`config.mk`:
```
export PLATFORM = sky130hd
export DESIGN_NAME = fifo_rtx_read
export DESIGN_NICKNAME = d
export VERILOG_FILES = /design/src/rtl/fifo_rtx_pkg.sv /design/src/rtl/rtx_mode_latch.sv /design/src/rtl/rtx_read_ptr.sv /design/src/rtl/rtx_out_reg.sv /design/src/rtl/fifo_rtx_read.sv
export SDC_FILE = /design/constraint.sdc
export NUM_CORES = 1
export LEC_CHECK = 0
export BUFFER_PORTS_ARGS = -buffer_cell sky130_fd_sc_hd__buf_4
export CORE_UTILIZATION = 35
export DETAILED_ROUTE_END_ITERATION = 16
export RECOVER_POWER = 50
export SETUP_SLACK_MARGIN = 0.3
export SYNTH_ARGS = -nofsm -noshare
export SYNTH_HDL_FRONTEND = slang
export SYNTH_SLANG_ARGS = --single-unit
```
`constraint.sdc`:
```
create_clock -name clk -period 6.6 [get_ports clk]
set_input_delay 0.33 -clock clk [delete_from_list [all_inputs] [get_ports clk]]
set_output_delay 0.33 -clock clk [all_outputs]
set_load 0.1 [all_outputs]
```
`src/rtl/fifo_rtx_pkg.sv`:
```
package fifo_rtx_pkg;

  // Retransmit latency selection, captured during master reset
  typedef enum logic {
    RTX_ZERO_LAT = 1'b0,
    RTX_NORM_LAT = 1'b1
  } rtx_mode_e;

endpackage

```
`src/rtl/rtx_mode_latch.sv`:
```
module rtx_mode_latch
  import fifo_rtx_pkg::*;
(
  input  logic      clk,
  input  logic      mrst_n,
  input  logic      mode_pin,
  output rtx_mode_e mode_q
);

  // The mode follows the pin only while reset is held
  always_ff @(posedge clk) begin
    if (!mrst_n) mode_q <= rtx_mode_e'(mode_pin);
  end

endmodule

```
`src/rtl/rtx_read_ptr.sv`:
```
module rtx_read_ptr #(
  parameter int AW = 4,
  localparam int PW = AW + 1
) (
  input  logic          clk,
  input  logic          mrst_n,
  input  logic          rewind,
  input  logic          skip_first,
  input  logic          advance,
  output logic [PW-1:0] rd_ptr
);

  localparam logic [PW-1:0] PTR_ONE = PW'(1);

  always_ff @(posedge clk) begin
    if (!mrst_n) begin
      rd_ptr <= '0;
    end else if (rewind) begin
      // Location zero already consumed when the replay loads it at once
      rd_ptr <= skip_first ? PTR_ONE : '0;
    end else if (advance) begin
      rd_ptr <= rd_ptr + PTR_ONE;
    end
  end

endmodule

```
`src/rtl/rtx_out_reg.sv`:
```
module rtx_out_reg #(
  parameter int DW = 16
) (
  input  logic          clk,
  input  logic          mrst_n,
  input  logic          load,
  input  logic [DW-1:0] din,
  output logic [DW-1:0] dout
);

  always_ff @(posedge clk) begin
    if (!mrst_n)   dout <= '0;
    else if (load) dout <= din;
  end

endmodule

```
`src/rtl/fifo_rtx_read.sv`:
```
module fifo_rtx_read
  import fifo_rtx_pkg::*;
#(
  parameter int DW = 16,
  parameter int AW = 4
) (
  input  logic          clk,
  input  logic          mrst_n,
  input  logic          lat_mode_i,
  input  logic          rt_n,
  input  logic          rd_en,
  input  logic [AW:0]   wr_ptr,
  output logic [AW-1:0] mem_addr,
  input  logic [DW-1:0] mem_data,
  output logic [DW-1:0] dout,
  output logic          empty,
  output logic [AW:0]   rd_count
);

  localparam int PW = AW + 1;

  // Arithmetic kept in functions so the bench can restate it independently
  function automatic logic [PW-1:0] fill_count(logic [PW-1:0] w, logic [PW-1:0] r);
    return w - r;
  endfunction

  function automatic logic no_words(logic [PW-1:0] cnt);
    return cnt == '0;
  endfunction

  rtx_mode_e     mode_q;
  logic [PW-1:0] rd_ptr;

  // Named internal events
  logic rt_evt;      // retransmit sampled on this edge
  logic any_written; // location zero holds data
  logic zl_load;     // zero-latency replay loads location zero now
  logic rd_evt;      // ordinary read accepted on this edge
  logic out_load;

  rtx_mode_latch u_mode (
    .clk      (clk),
    .mrst_n   (mrst_n),
    .mode_pin (lat_mode_i),
    .mode_q   (mode_q)
  );

  assign rd_count    = fill_count(wr_ptr, rd_ptr);
  assign empty       = no_words(rd_count);
  assign rt_evt      = !rt_n;
  assign any_written = wr_ptr != '0;
  assign zl_load     = rt_evt && (mode_q == RTX_ZERO_LAT) && any_written;
  assign rd_evt      = !rt_evt && rd_en && !empty;
  assign out_load    = zl_load || rd_evt;

  // A retransmit edge addresses location zero for the zero-latency load
  assign mem_addr = rt_evt ? '0 : rd_ptr[AW-1:0];

  rtx_read_ptr #(.AW(AW)) u_ptr (
    .clk        (clk),
    .mrst_n     (mrst_n),
    .rewind     (rt_evt),
    .skip_first (zl_load),
    .advance    (rd_evt),
    .rd_ptr     (rd_ptr)
  );

  rtx_out_reg #(.DW(DW)) u_out (
    .clk    (clk),
    .mrst_n (mrst_n),
    .load   (out_load),
    .din    (mem_data),
    .dout   (dout)
  );

endmodule

```
### Word level (Yosys, flattened, before mapping)

Index checks and enable logic that the tools add are counted.

* mux-type cells: 4
* reduce and logical (&&, ||, !) cells: 9
* bitwise logic cells: 1
* add/subtract/negate cells: 2
* equal/unequal tests: 1

Operators with widths (number)
* $mux 5: 2
* $add 5x1->5 const B: 1
* $logic_not 5->1: 1
* $reduce_bool 5->1: 1
* $sub 5x5->5: 1
* $logic_and 1x1->1: 4
* $mux 4: 1
* $logic_not 1->1: 2
* $ne 2x1->1 const B: 1
* $logic_or 1x1->1: 1
* $mux 1: 1
* $not 1->1: 1

* input port bits: 26
* output and inout bits: 26
* flip-flop bits (word level): 22
* logic and storage cells: 20

### Depth between registers and ports, before layout

Gate-level depths: netlist of run 1.

* depth after elaboration: 6
* mapped depth: 10
* depth with buffers taken out: 9

### Hierarchy

Synthesis of run 1 repeated with hierarchy kept, for this count alone.

* cell total of the unflattened synthesis: 118
* area, all modules: 1188.6 um2

Modules (own cells, without submodules)
* rtx_out_reg: area an instance 615.6 um2, cells each 51, sequential area each 320.3 um2, times used 1
* fifo_rtx_read: area an instance 287.8 um2, cells each 41, sequential area each 0.0 um2, times used 1
* rtx_read_ptr: area an instance 251.5 um2, cells each 24, sequential area each 100.1 um2, times used 1
* rtx_mode_latch: area an instance 33.8 um2, cells each 2, sequential area each 30.0 um2, times used 1

### Worst setup path before layout of run 1

No wires, ideal clock.

* path kind: in2reg
* from: input port wr_ptr[0]
* to: register u_ptr.rd_ptr[2]
* slack: 2517 ps
* required time: 6530 ps
* library setup time: 70 ps
* data arrival time: 4014 ps
* path buffers: 1
* stages: 10
* path through: inv_1 > ha_1 > inv_1 > fa_1 > xor2_1 > nand4b_1 > a2bb2oi_1 > clkbuf_1 > or3_1 > a21oi_1

* word-level cells in the longest chain between the ends: 5

Ends and longest elaborated chain
* start, declared: line fifo_rtx_read.sv:12 `input logic [AW:0] wr_ptr,`
* $sub 5x5->5: line fifo_rtx_read.sv:24 `return w - r;`
* via rd_count[2]: line fifo_rtx_read.sv:17 `output logic [AW:0] rd_count`
* $logic_not 5->1: line fifo_rtx_read.sv:28 `return cnt == '0;`
* via empty: line fifo_rtx_read.sv:16 `output logic empty,`
* $logic_not 1->1: line fifo_rtx_read.sv:53 `assign rd_evt = !rt_evt && rd_en && !empty;`
* $logic_and 1x1->1: line fifo_rtx_read.sv:53
* $ne 2x1->1 (no source line)
* end signal, assigned: line rtx_read_ptr.sv:20 `rd_ptr <= skip_first ? PTR_ONE : '0;`
* end signal, assigned: line rtx_read_ptr.sv:22 `rd_ptr <= rd_ptr + PTR_ONE;`
* end, declared: line rtx_read_ptr.sv:10 `output logic [PW-1:0] rd_ptr`

The timed path passes the listed nets, and every way through them passes these cells.
A chain may end at the register's enable or synchronous reset.

### Worst setup path in the final report of run 1

* from: register u_ptr.rd_ptr[0]
* to: output port empty

* word-level cells in the longest chain between the ends: 2

Ends and longest elaborated chain (line)
* $sub 5x5->5: fifo_rtx_read.sv:24
* $logic_not 5->1: fifo_rtx_read.sv:28
* end, declared: fifo_rtx_read.sv:16

No other way between the ends.

==> run metrics, run 1 <==
CTS tree=done; post-synthesis net count=168; clock buffer count from CTS=3; drt first pass iters=4; CP endpoint=empty; CTS hold repair buffers=0; Post-CTS Setup Bufs=0; register area share after synthesis=38.38%; fin crit share=between 40% and 50%; violation count after the first detailed-route iteration=23; portion of netlist area occupied by mux cells=between 10% and 20%; worst rel slew slack=13.26%; leakage dissipation=0.0006577 uW; Synth Area in Compound Gates=10.23%; Setup crit end kind=output pin; count of cell types in the netlist=27; largest net degree at the start of global routing=36; ant diodes=0; multi-input logic area=650.6 um^2; WL/cell=11.09 um; FF+latch count, synth=22; Buffers on Ports=51; H-Tree Depth=1; core area=about 3100 um^2; die area=about 3600 um^2; commonest non-fill, non-tap cells in the layout=nand2_1 (35), buf_4 (27), clkbuf_1 (24); Die X=approximately 60 um; Post-Synth Adder-Cell Area=7.036%; vias per inst=roughly 4.7; commonest non-fill, non-tap cell in the layout=nand2_1; setup slack, reg-to-reg=3.67 ns; clk sinks=22; Yosys warning count=0; post-DP HPWL=2.008 mm; worst reg-to-reg path cell count=8; worst clock skew=0.005393 ns; crit path launch type=flop; placement-stage cell area=1573 um^2; achievable clock frequency=between 300 and 400 MHz; # setup viols final=0; synthesized area=1174 um^2; Syn Inst Count=between 100 and 150; RSZ-0062 raised after global routing=no; NumNets Final=218; post-route cell area=approximately 1500 um^2; initial antenna violation count=0; xor/xnor share of the synthesized area=2.239%; Max FO, Critical Path=11; Overall Global Routing Usage=15.59%; DRC Markers=0; Reg-to-Reg End=u_out.dout[12]; max cap viols=0; arrival time worst endpoint=2.92 ns; simple-gate share of the synthesized area=22.28%; worst hold path class=primary input to flop; vias in the first global route=998; Area Overhead vs Synth=28.89%; final hold viol count=0; required time of the critical path=6.27 ns; routability congestion estimate=0.7969; FF/Latch Area=450.4 um^2; Clock Path Buffers=2; Max rail drop VDD=between 0.1 and 0.15 mV; clock transition at the registers of the reported paths=~0.12 ns; R2R Path Start=u_ptr.rd_ptr[0]; setup total negative slack=0 ns; initial core utilization=37.52%; worst-margin pin slew=around 1.3 ns; GRT overflow=0; Post-DRT Antenna Nets=0; total power draw=around 370 uW; PwrDens=244.5 nW/um^2; Critical path origin=u_ptr.rd_ptr[0]; # fillers=~340; Worst Path Class, Setup=flop to output pin; global-route wire length before repair=4.209 mm; Avg Inst Size Synth=between 8 and 9 um^2; via count=approximately 1100; WL final=2.540 mm; largest family of logic cells by synthesized area=simple AND/OR/NAND/NOR gates; Resized Gates After CTS=0; worst-skew pair later-pin latency=0.30 ns; Min Clock Period, post-route=roughly 3.2 ns; layout cell share with drive strength beyond 1=around 18%; IO Pins=52; Die Span Y=59.91 um; outcome=finished, final reports clean; Rows=20; Final Max Tran Viols=0; Root Buffer=clkbuf_4
area by class of cell:
cell class | count | share of cell area (%)
clock buffer | 4 | 1.737
sequential | 22 | 29.78
multi-input combinational | 99 | 43.01
inverter | 9 | 2.233
tap | 44 | 3.639
timing repair buffer | 51 | 19.60
how the worst min path moves through the flow:
stage,start,end,slack [ns],cells after the start
floorplan,lat_mode_i,u_mode.mode_q,0.43,0
global placement,u_out.dout[14],u_out.dout[14],0.45,2
detailed placement,u_out.dout[2],u_out.dout[2],0.46,2
CTS,lat_mode_i,u_mode.mode_q,0.18,1
global route,lat_mode_i,u_mode.mode_q,0.19,1
finish,lat_mode_i,u_mode.mode_q,0.22,1
logic make-up after synthesis:
family / after synthesis
compound gates: 18
xor+xnor: 3
flops: 22
mux: 16
fa+ha+maj: 6
simple gates: 56
buf+inv: 15
metal layers:
metal  track usage, %  wire [um]  vias to the layer above
met1            18.76       1215                      478
met5                0          0                        -
met2            26.98       1165                       33
met3            4.545        147                        2
met4            3.987         11                        0
li1                 -          -                      559
critical path: stages (launching register included):
cell       delay (ns)
dfxtp_1          0.45
ha_1             0.21
inv_1            0.05
fa_1             0.47
nand3b_1         0.18
a211o_1          0.26
a2bb2oi_1        0.58
buf_4            0.41
state kept, by name (all words and copies together) (netlist names):
signal         cells
u_out.dout        16
u_ptr.rd_ptr       5
u_mode.mode_q      1
report_power, final:
group          switching [uW]  internal, uW
Combinational             125          34.0
Clock                    38.0          23.5
Sequential               5.60           144
Total                     169           201
synthesized netlist by cell type (all sizes together):
master	instances	area [um^2]
a211o	1	8.760
a21oi	8	40.04
a221oi	1	26.28
a2bb2oi	1	8.760
a31oi	1	6.260
and2	1	6.260
and3	2	17.52
buf	1	20.02
clkbuf	5	18.77
dfxtp	21	420.4
edfxtp	1	30.03
fa	1	20.02
ha	5	62.56
inv	9	33.78
mux2i	16	160.2
nand2	35	131.4
nand3	1	5.000
nand3b	3	22.52
nand4	2	12.51
nand4b	1	8.760
nor2	5	18.77
nor3b	1	7.510
nor4	1	6.260
o21ai	6	30.03
or3	4	25.02
xor2	3	26.28
metrics by stage:
| stage | utilization [%] | setup WS, ns | cells | hold WS, ns |
|---|---|---|---|---|
| after floorplan | - | 2.517 | 136 | 0.4289 |
| after global placement | 50.28 | 3.730 | 225 | 0.4480 |
| after detailed placement | 50.28 | 3.622 | 225 | 0.4581 |
| after CTS | 51.12 | 3.340 | 229 | 0.1821 |
| after global routing | 48.36 | 3.139 | 229 | 0.1916 |
| final | 48.36 | 3.355 | 229 | 0.2189 |
No activity file was read; power rests on OpenSTA's default activity.
==> inputs of run 2 (changes only) <==
==> constraint.sdc (replaced) <==
create_clock -name clk -period 2.95 [get_ports clk]
set_input_delay 0.1475 -clock clk [delete_from_list [all_inputs] [get_ports clk]]
set_output_delay 0.1475 -clock clk [all_outputs]
set_load 0.1 [all_outputs]
==> run 2 against run 1 <==
  * Non-clock buffer count grew 4
  * Largest cell class unchanged
  * Clock skew grew 0.0039 ns
  * First-iteration DRC count grew 78%
  * Utilization grew 3.8 points
  * Count of clock-buffer cells in the layout shrank 1
  * Total power grew to 2.5 times the previous value
  * Sequential power grew 120%
  * Largest power group unchanged
==> run metrics, run 2 (synthesis results as in run 1) <==
post-route cell area=1633 um^2 (+7.9%); setup total negative slack=0 ns (unchanged); Worst Path Class, Setup=flop to output pin; max reg flops=16 (unchanged); clock buffer count from CTS=3 (unchanged); Post-DRT Antenna Nets=0 (unchanged); setup slack, reg-to-reg=0.60 ns (-3.07 ns); worst clock skew=0.009314 ns (+0.003921 ns); vias in the first global route=1009 (+1.1%); worst rel slew slack=12.38% (-0.89 points); R2R Path Start=u_ptr.rd_ptr[0]; Setup crit end kind=output pin; global-route wire length before repair=4.250 mm (+0.97%); Root Buffer=clkbuf_4; routability congestion estimate=0.7304 (-8.3%); Overall Global Routing Usage=15.59% (unchanged); drt first pass iters=4 (unchanged); Hold EP=u_ptr.rd_ptr[0]; WL final=2.648 mm (+4.3%); Min Clock Period, post-route=around 2.5 ns; Crit path largest cell delay=0.43 ns (-0.15 ns); RSZ-0062 raised after global routing=no; Rows=20 (unchanged); Max FO, Critical Path=11 (unchanged); Critical Path, Cell by Cell=ha_4 > inv_2 > fa_2 > xor2_4 > a211o_1 > a2bb2oi_1 > buf_4 > buf_6; worst-margin pin slew=1.314 ns (+0.01329 ns); via count=1104 (+3.0%); layout cell share with drive strength beyond 1=22.75% (+4.9 points); worst-skew pair later-pin latency=0.30 ns (about the same); leakage dissipation=0.0007004 uW (+6.5%); Max rail drop VDD=0.4208 mV (+180%); required time of the critical path=2.80 ns (-3.47 ns); Cell Count, Final, Fillers Out=233 (+1.7%); crit path launch type=flop; Die Span Y=59.91 um (unchanged); Area Overhead vs Synth=39.13%; outcome=finished, final reports clean; worst reg-to-reg path cell count=9 (+1); die area=3589 um^2 (unchanged); cell count of the worst hold path=2 (+1); clk sinks=22 (unchanged); max cap viols=0 (unchanged); Clock Path Buffers=2 (unchanged); commonest non-fill, non-tap cells in the layout=nand2_1 (35), buf_4 (28), clkbuf_1 (23); H-Tree Depth=1 (unchanged); # fillers=323 (-6.1%); placement-stage cell area=1645 um^2 (+4.6%); initial antenna violation count=0 (unchanged); achievable clock frequency=397.6 MHz; violation count after the first detailed-route iteration=41 (+78%); # setup viols final=0 (unchanged); final hold viol count=0 (unchanged); biggest registers after layout=u_out.dout (16), u_ptr.rd_ptr (5), u_mode.mode_q (1); PwrDens=573.8 nW/um^2 (+130%); commonest non-fill, non-tap cell in the layout=nand2_1; CTS tree=done; GRT overflow=0 (unchanged); largest net degree at the start of global routing=36 (unchanged); fin crit share=85.25%; Final Max Tran Viols=0 (unchanged); Worst Setup Slack post-DPL=0.4386 ns (-3.183 ns); initial core utilization=37.52% (unchanged); worst hold path class=primary input to flop; final design utilization=52.20% (+3.8 points); min-delay src=rt_n; CP max-delay cell=fa_2; Reg-to-Reg End=u_out.dout[14]; DRC Markers=0 (unchanged); IO Pins=52 (unchanged); Buffers on Ports=51 (unchanged); Die X=59.91 um (unchanged); ant diodes=0 (unchanged); Biggest register=u_out.dout; clock transition at the registers of the reported paths=0.13 ns (about the same); buffer and inverter count on the worst path=3 (+1); worst setup margin=0.4351 ns (-2.920 ns); delay-heaviest family, CP=adder cells; WL/cell=11.36 um (+2.5%); arrival time worst endpoint=2.37 ns (-0.55 ns); vias per inst=4.738 (+1.2%); Inst Count DP=227 (+0.89%); Levels on crit path=8 (+1); post-DP HPWL=2.146 mm (+6.9%); NumNets Final=222 (+1.8%); core area=3128 um^2 (unchanged)
## run 2: routing by layer
| metal | share of wire (%) | vias to the layer above | track usage, % |
|---|---|---|---|
| met5 | 0 | - | 0 |
| met4 | 0.38 | 0 | 3.987 |
| met3 | 5.1 | 2 | 2.381 |
| met2 | 49 | 36 | 27.94 |
| met1 | 45 | 499 | 19.29 |
| li1 | - | 567 | - |
## run 2: worst max path at each step
| stage | slack, ns | start | endpoint |
|---|---|---|---|
| 4_1_cts | 0.35 | u_ptr.rd_ptr[0] | empty |
| 5_1_grt | 0.33 | u_ptr.rd_ptr[0] | empty |
| 2_1_floorplan | 0.25 | u_ptr.rd_ptr[0] | u_out.dout[10] |
| 3_5_place_dp | 0.44 | u_ptr.rd_ptr[0] | u_out.dout[10] |
| 6_report | 0.44 | u_ptr.rd_ptr[0] | empty |
| 3_3_place_gp | 0.51 | u_ptr.rd_ptr[0] | u_out.dout[10] |
## run 2: stage by stage
step / hold slack [ns] / power (uW)
after CTS: 0.01012 / 965.4
after floorplan: 0.2380 / 648.5
final: 0.04545 / 936.9
after global routing: 0.04074 / 976.1
after detailed placement: 0.3286 / 736.1
after global placement: 0.3259 / 731.3
## run 2: timing repair
item,4_1_cts,5_1_grt
endpoints found under the setup margin,0,2
hold buffers,0,1
hold endpoints to repair,0,1
buffers inserted,0,1
resized for setup,0,1
## run 2: cell type report
class	count	area [um^2]	share of cell area, %
Clock buffer	3	22.52	1.379
Multi-Input combinational cell	99	691.9	42.38
Sequential cell	22	454.2	27.82
Timing Repair Buffer	55	345.3	21.15
Tap cell	44	55.05	3.372
Inverter	9	33.78	2.069
Clock inverter	1	30.03	1.839
## run 2: report_power, final
part	switching [uW]	internal (uW)
registers	13.2	321
logic	287	89.1
clock network	89.5	137
==> inputs of run 3 (changes only) <==
--- a/config.mk
+++ b/config.mk
@@ -12,4 +12,5 @@
 export SETUP_SLACK_MARGIN = 0.3
 export SYNTH_ARGS = -nofsm -noshare
 export SYNTH_HDL_FRONTEND = slang
+export SYNTH_HIERARCHICAL = 1
 export SYNTH_SLANG_ARGS = --single-unit
==> run 3 against run 2 <==
  * Utilization up 1.5 points
  * Clock power is 41% lower
  * Cell area up 2.9%
  * First-iteration DRC count is 22% lower
  * Fmax decreased by 2.0%
  * Count of clock-buffer cells in the layout unchanged
  * Die area up 1.2%
==> run metrics, run 3 <==
Clock Path Buffers=2 (unchanged); Synth Area in Compound Gates=8.000% (-2.2 points); drt first pass iters=4 (unchanged); die area=3633 um^2 (+1.2%); Buffers on Ports=51 (unchanged); number of synthesized flops with an enable pin=1 (unchanged); Int Power=468.4 uW (-14%); Biggest register=u_out/dout; biggest registers after layout=u_out/dout (16), u_ptr/rd_ptr (5), u_mode/mode_q (1); # fillers=331 (+2.5%); leakage dissipation=0.0007070 uW (+0.93%); worst hold margin=0.09380 ns (+0.04834 ns); initial core utilization=38.00% (+0.48 points); simple-gate share of the synthesized area=21.26% (-1.0 points); Post-Synth Adder-Cell Area=6.947% (-0.089 points); initial antenna violation count=0 (unchanged); setup slack, reg-to-reg=0.39 ns (-0.21 ns); delay-heaviest family, CP=compound AO/OA/AOI/OAI gates; Final Max Tran Viols=0 (unchanged); WL final=2.821 mm (+6.5%); Levels on crit path=9 (+1); Yosys warning count=6 (+6); FF+latch count, synth=22 (unchanged); Die Span Y=60.28 um (+0.62%); Area contributors post-synth=dfxtp_1 (35%), mux2i_1 (16%), nor2b_1 (8.4%); required time of the critical path=3.15 ns (+0.35 ns); core area=3128 um^2 (unchanged); Post-DRT Antenna Nets=0 (unchanged); arrival time worst endpoint=2.77 ns (+0.40 ns); Setup crit end kind=flop; Yosys top cell area share=35.37% (-0.45 points); CP max-delay cell=a311o_2; Syn Inst Count=118 (-13%); worst hold path class=primary input to flop; vias in the first global route=968 (-4.1%); NumNets Final=205 (-7.7%); fin crit share=86.95% (+1.7 points); Min Clock Period, post-route=2.565 ns (+0.05002 ns); Critical path origin=u_ptr/rd_ptr[0]; Avg Inst Size Synth=10.07 um^2 (+17%); most frequent cell after synthesis=dfxtp_1; WL/cell=13.06 um (+15%); clock transition at the registers of the reported paths=0.12 ns (about the same); Reg-to-Reg End=u_out/dout[6]; DRC Markers=0 (unchanged); P_sw=381.0 uW (-2.1%); worst rel slew slack=22.00% (+9.6 points); largest net degree at the start of global routing=24 (-33%); placement-stage cell area=1690 um^2 (+2.7%); Area Overhead vs Synth=41.37%; # setup viols final=0 (unchanged); synthesized area=1189 um^2 (+1.3%); Critical Path, Cell by Cell=ha_4 > inv_2 > fa_2 > xor2_4 > a2111oi_4 > a311oi_2 > a311o_2 > mux2i_1 > nor2b_1; portion of netlist area occupied by mux cells=16.00% (+2.4 points); Max rail drop VDD=0.2575 mV (-39%); final hold viol count=0 (unchanged); Crit path largest cell delay=0.51 ns (+0.08 ns); PwrDens=505.5 nW/um^2 (-12%); layout cell share with drive strength beyond 1=29.07% (+6.3 points); Cell Count, Final, Fillers Out=216 (-7.3%); asr flop ratio synth=0% (unchanged); RSZ-0062 raised after global routing=no; R2R Path Start=u_ptr/rd_ptr[0]; violation count after the first detailed-route iteration=32 (-22%); clock buffer count from CTS=3 (unchanged); worst-skew pair later-pin latency=0.30 ns (about the same); Root Buffer=clkbuf_4; CTS tree=done; clk sinks=22 (unchanged); routability congestion estimate=0.7532 (+3.1%); Net Sw Frac=44.86% (+3.3 points); count of cell types in the netlist=33 (+22%); post-synthesis net count=150 (-11%); vias per inst=4.685 (-1.1%); Post-synth top cells=dfxtp_1 (21), mux2i_1 (19), nor2b_1 (16), inv_1 (9); post-DP HPWL=2.174 mm (+1.3%); CP endpoint=u_out/dout[6]; Overall Global Routing Usage=15.44% (-0.15 points); Worst Path Class, Setup=flop to flop; H-Tree Depth=1 (unchanged); cell taking the most area after synthesis=dfxtp_1; post-route cell area=1680 um^2 (+2.9%); register area share after synthesis=37.89% (-0.48 points); IO Pins=52 (unchanged); worst clock skew=0.005025 ns (-0.004289 ns); achievable clock frequency=389.9 MHz (-2.0%); largest family of logic cells by synthesized area=simple AND/OR/NAND/NOR gates; via count=1012 (-8.3%); crit path launch type=flop; ant diodes=0 (unchanged); max cap viols=0 (unchanged); worst-margin pin slew=1.175 ns (-0.1394 ns); max reg flops=16 (unchanged); buffer and inverter count on the worst path=1 (-2); Inst Count DP=209 (-7.9%); outcome=finished, final reports clean; commonest non-fill, non-tap cell in the layout=buf_4; GRT overflow=0 (unchanged); setup total negative slack=0 ns (unchanged); Clk pwr share=15.8% (-8.4 points); commonest non-fill, non-tap cells in the layout=buf_4 (28), clkbuf_1 (23), dfxtp_1 (20); Max FO, Critical Path=8 (-3); share of power burned in registers=38.9% (+3.2 points); Rows=20 (unchanged); global-route wire length before repair=4.153 mm (-2.3%); Gate power share=45.3% (+5.2 points); xor/xnor share of the synthesized area=3.684% (+1.4 points); Top FF cell, synth=dfxtp_1; worst reg-to-reg path cell count=9 (unchanged); Die X=60.28 um (+0.62%)
[run 3: cells by family after synthesis]
family	count (synthesis)
flip-flops	22
AND/OR/NAND/NOR	42
multiplexers	19
buffers and inverters	13
XOR/XNOR	5
AO/OA/AOI/OAI	11
adder cells (fa/ha/maj)	6
[run 3: worst min-delay path, stage by stage]
cell and delay, ns:
buf_4 0.07, mux2i_1 0.05, nor2b_1 0.09
[run 3: timing repair]
action                     CTS  global route
setup endpoints to repair   16            17
hold endpoints to repair     1             0
resized for setup            1             4
gates cloned                 0             1
hold buffers                 1             0
buffers inserted             0             1
pin swaps                    0             1
[run 3: power groups by stage]
stage / Clock (uW) / Combinational (uW) / Sequential, uW
3_3_place_gp: 0 / 390 / 338
2_1_floorplan: 0 / 189 / 464
3_5_place_dp: 0 / 396 / 338
6_report: 135 / 385 / 330
5_1_grt: 157 / 403 / 333
4_1_cts: 144 / 397 / 332
[run 3: worst min path at each step]
| stage | from | to | depth (start not counted) |
|---|---|---|---|
| 2_1_floorplan | lat_mode_i | u_mode/mode_q | 0 |
| 3_3_place_gp | lat_mode_i | u_mode/mode_q | 1 |
| 3_5_place_dp | lat_mode_i | u_mode/mode_q | 1 |
| 4_1_cts | mem_data[2] | u_out/dout[2] | 3 |
| 5_1_grt | mem_data[2] | u_out/dout[2] | 3 |
| 6_report | mem_data[2] | u_out/dout[2] | 3 |
[run 3: stage by stage]
step	total power (uW)	setup WS, ns	util (%)
finish	849.5	0.3850	53.72
global route	892.7	0.2826	53.72
CTS	872.3	0.3086	55.24
detailed placement	733.9	0.009821	54.04
global placement	727.8	0.1256	54.04
floorplan	653.6	0.1971	-
[run 3: area by class of cell]
| class | count | area (um^2) | area share (%) |
|---|---|---|---|
| Multi-Input combinational cell | 84 | 797.0 | 47.43 |
| Sequential cell | 22 | 454.2 | 27.03 |
| Timing Repair Buffer | 53 | 314.1 | 18.69 |
| Tap cell | 44 | 55.05 | 3.276 |
| Clock buffer | 3 | 22.52 | 1.340 |
| Inverter | 9 | 33.78 | 2.010 |
| Clock inverter | 1 | 3.754 | 0.2234 |
[run 3: metal layers]
layer | global-route usage (%) | share of wire [%]
met5 | 0 | 0
met4 | 3.987 | 0.28
met3 | 3.896 | 4.2
met2 | 27.63 | 51
met1 | 18.05 | 44
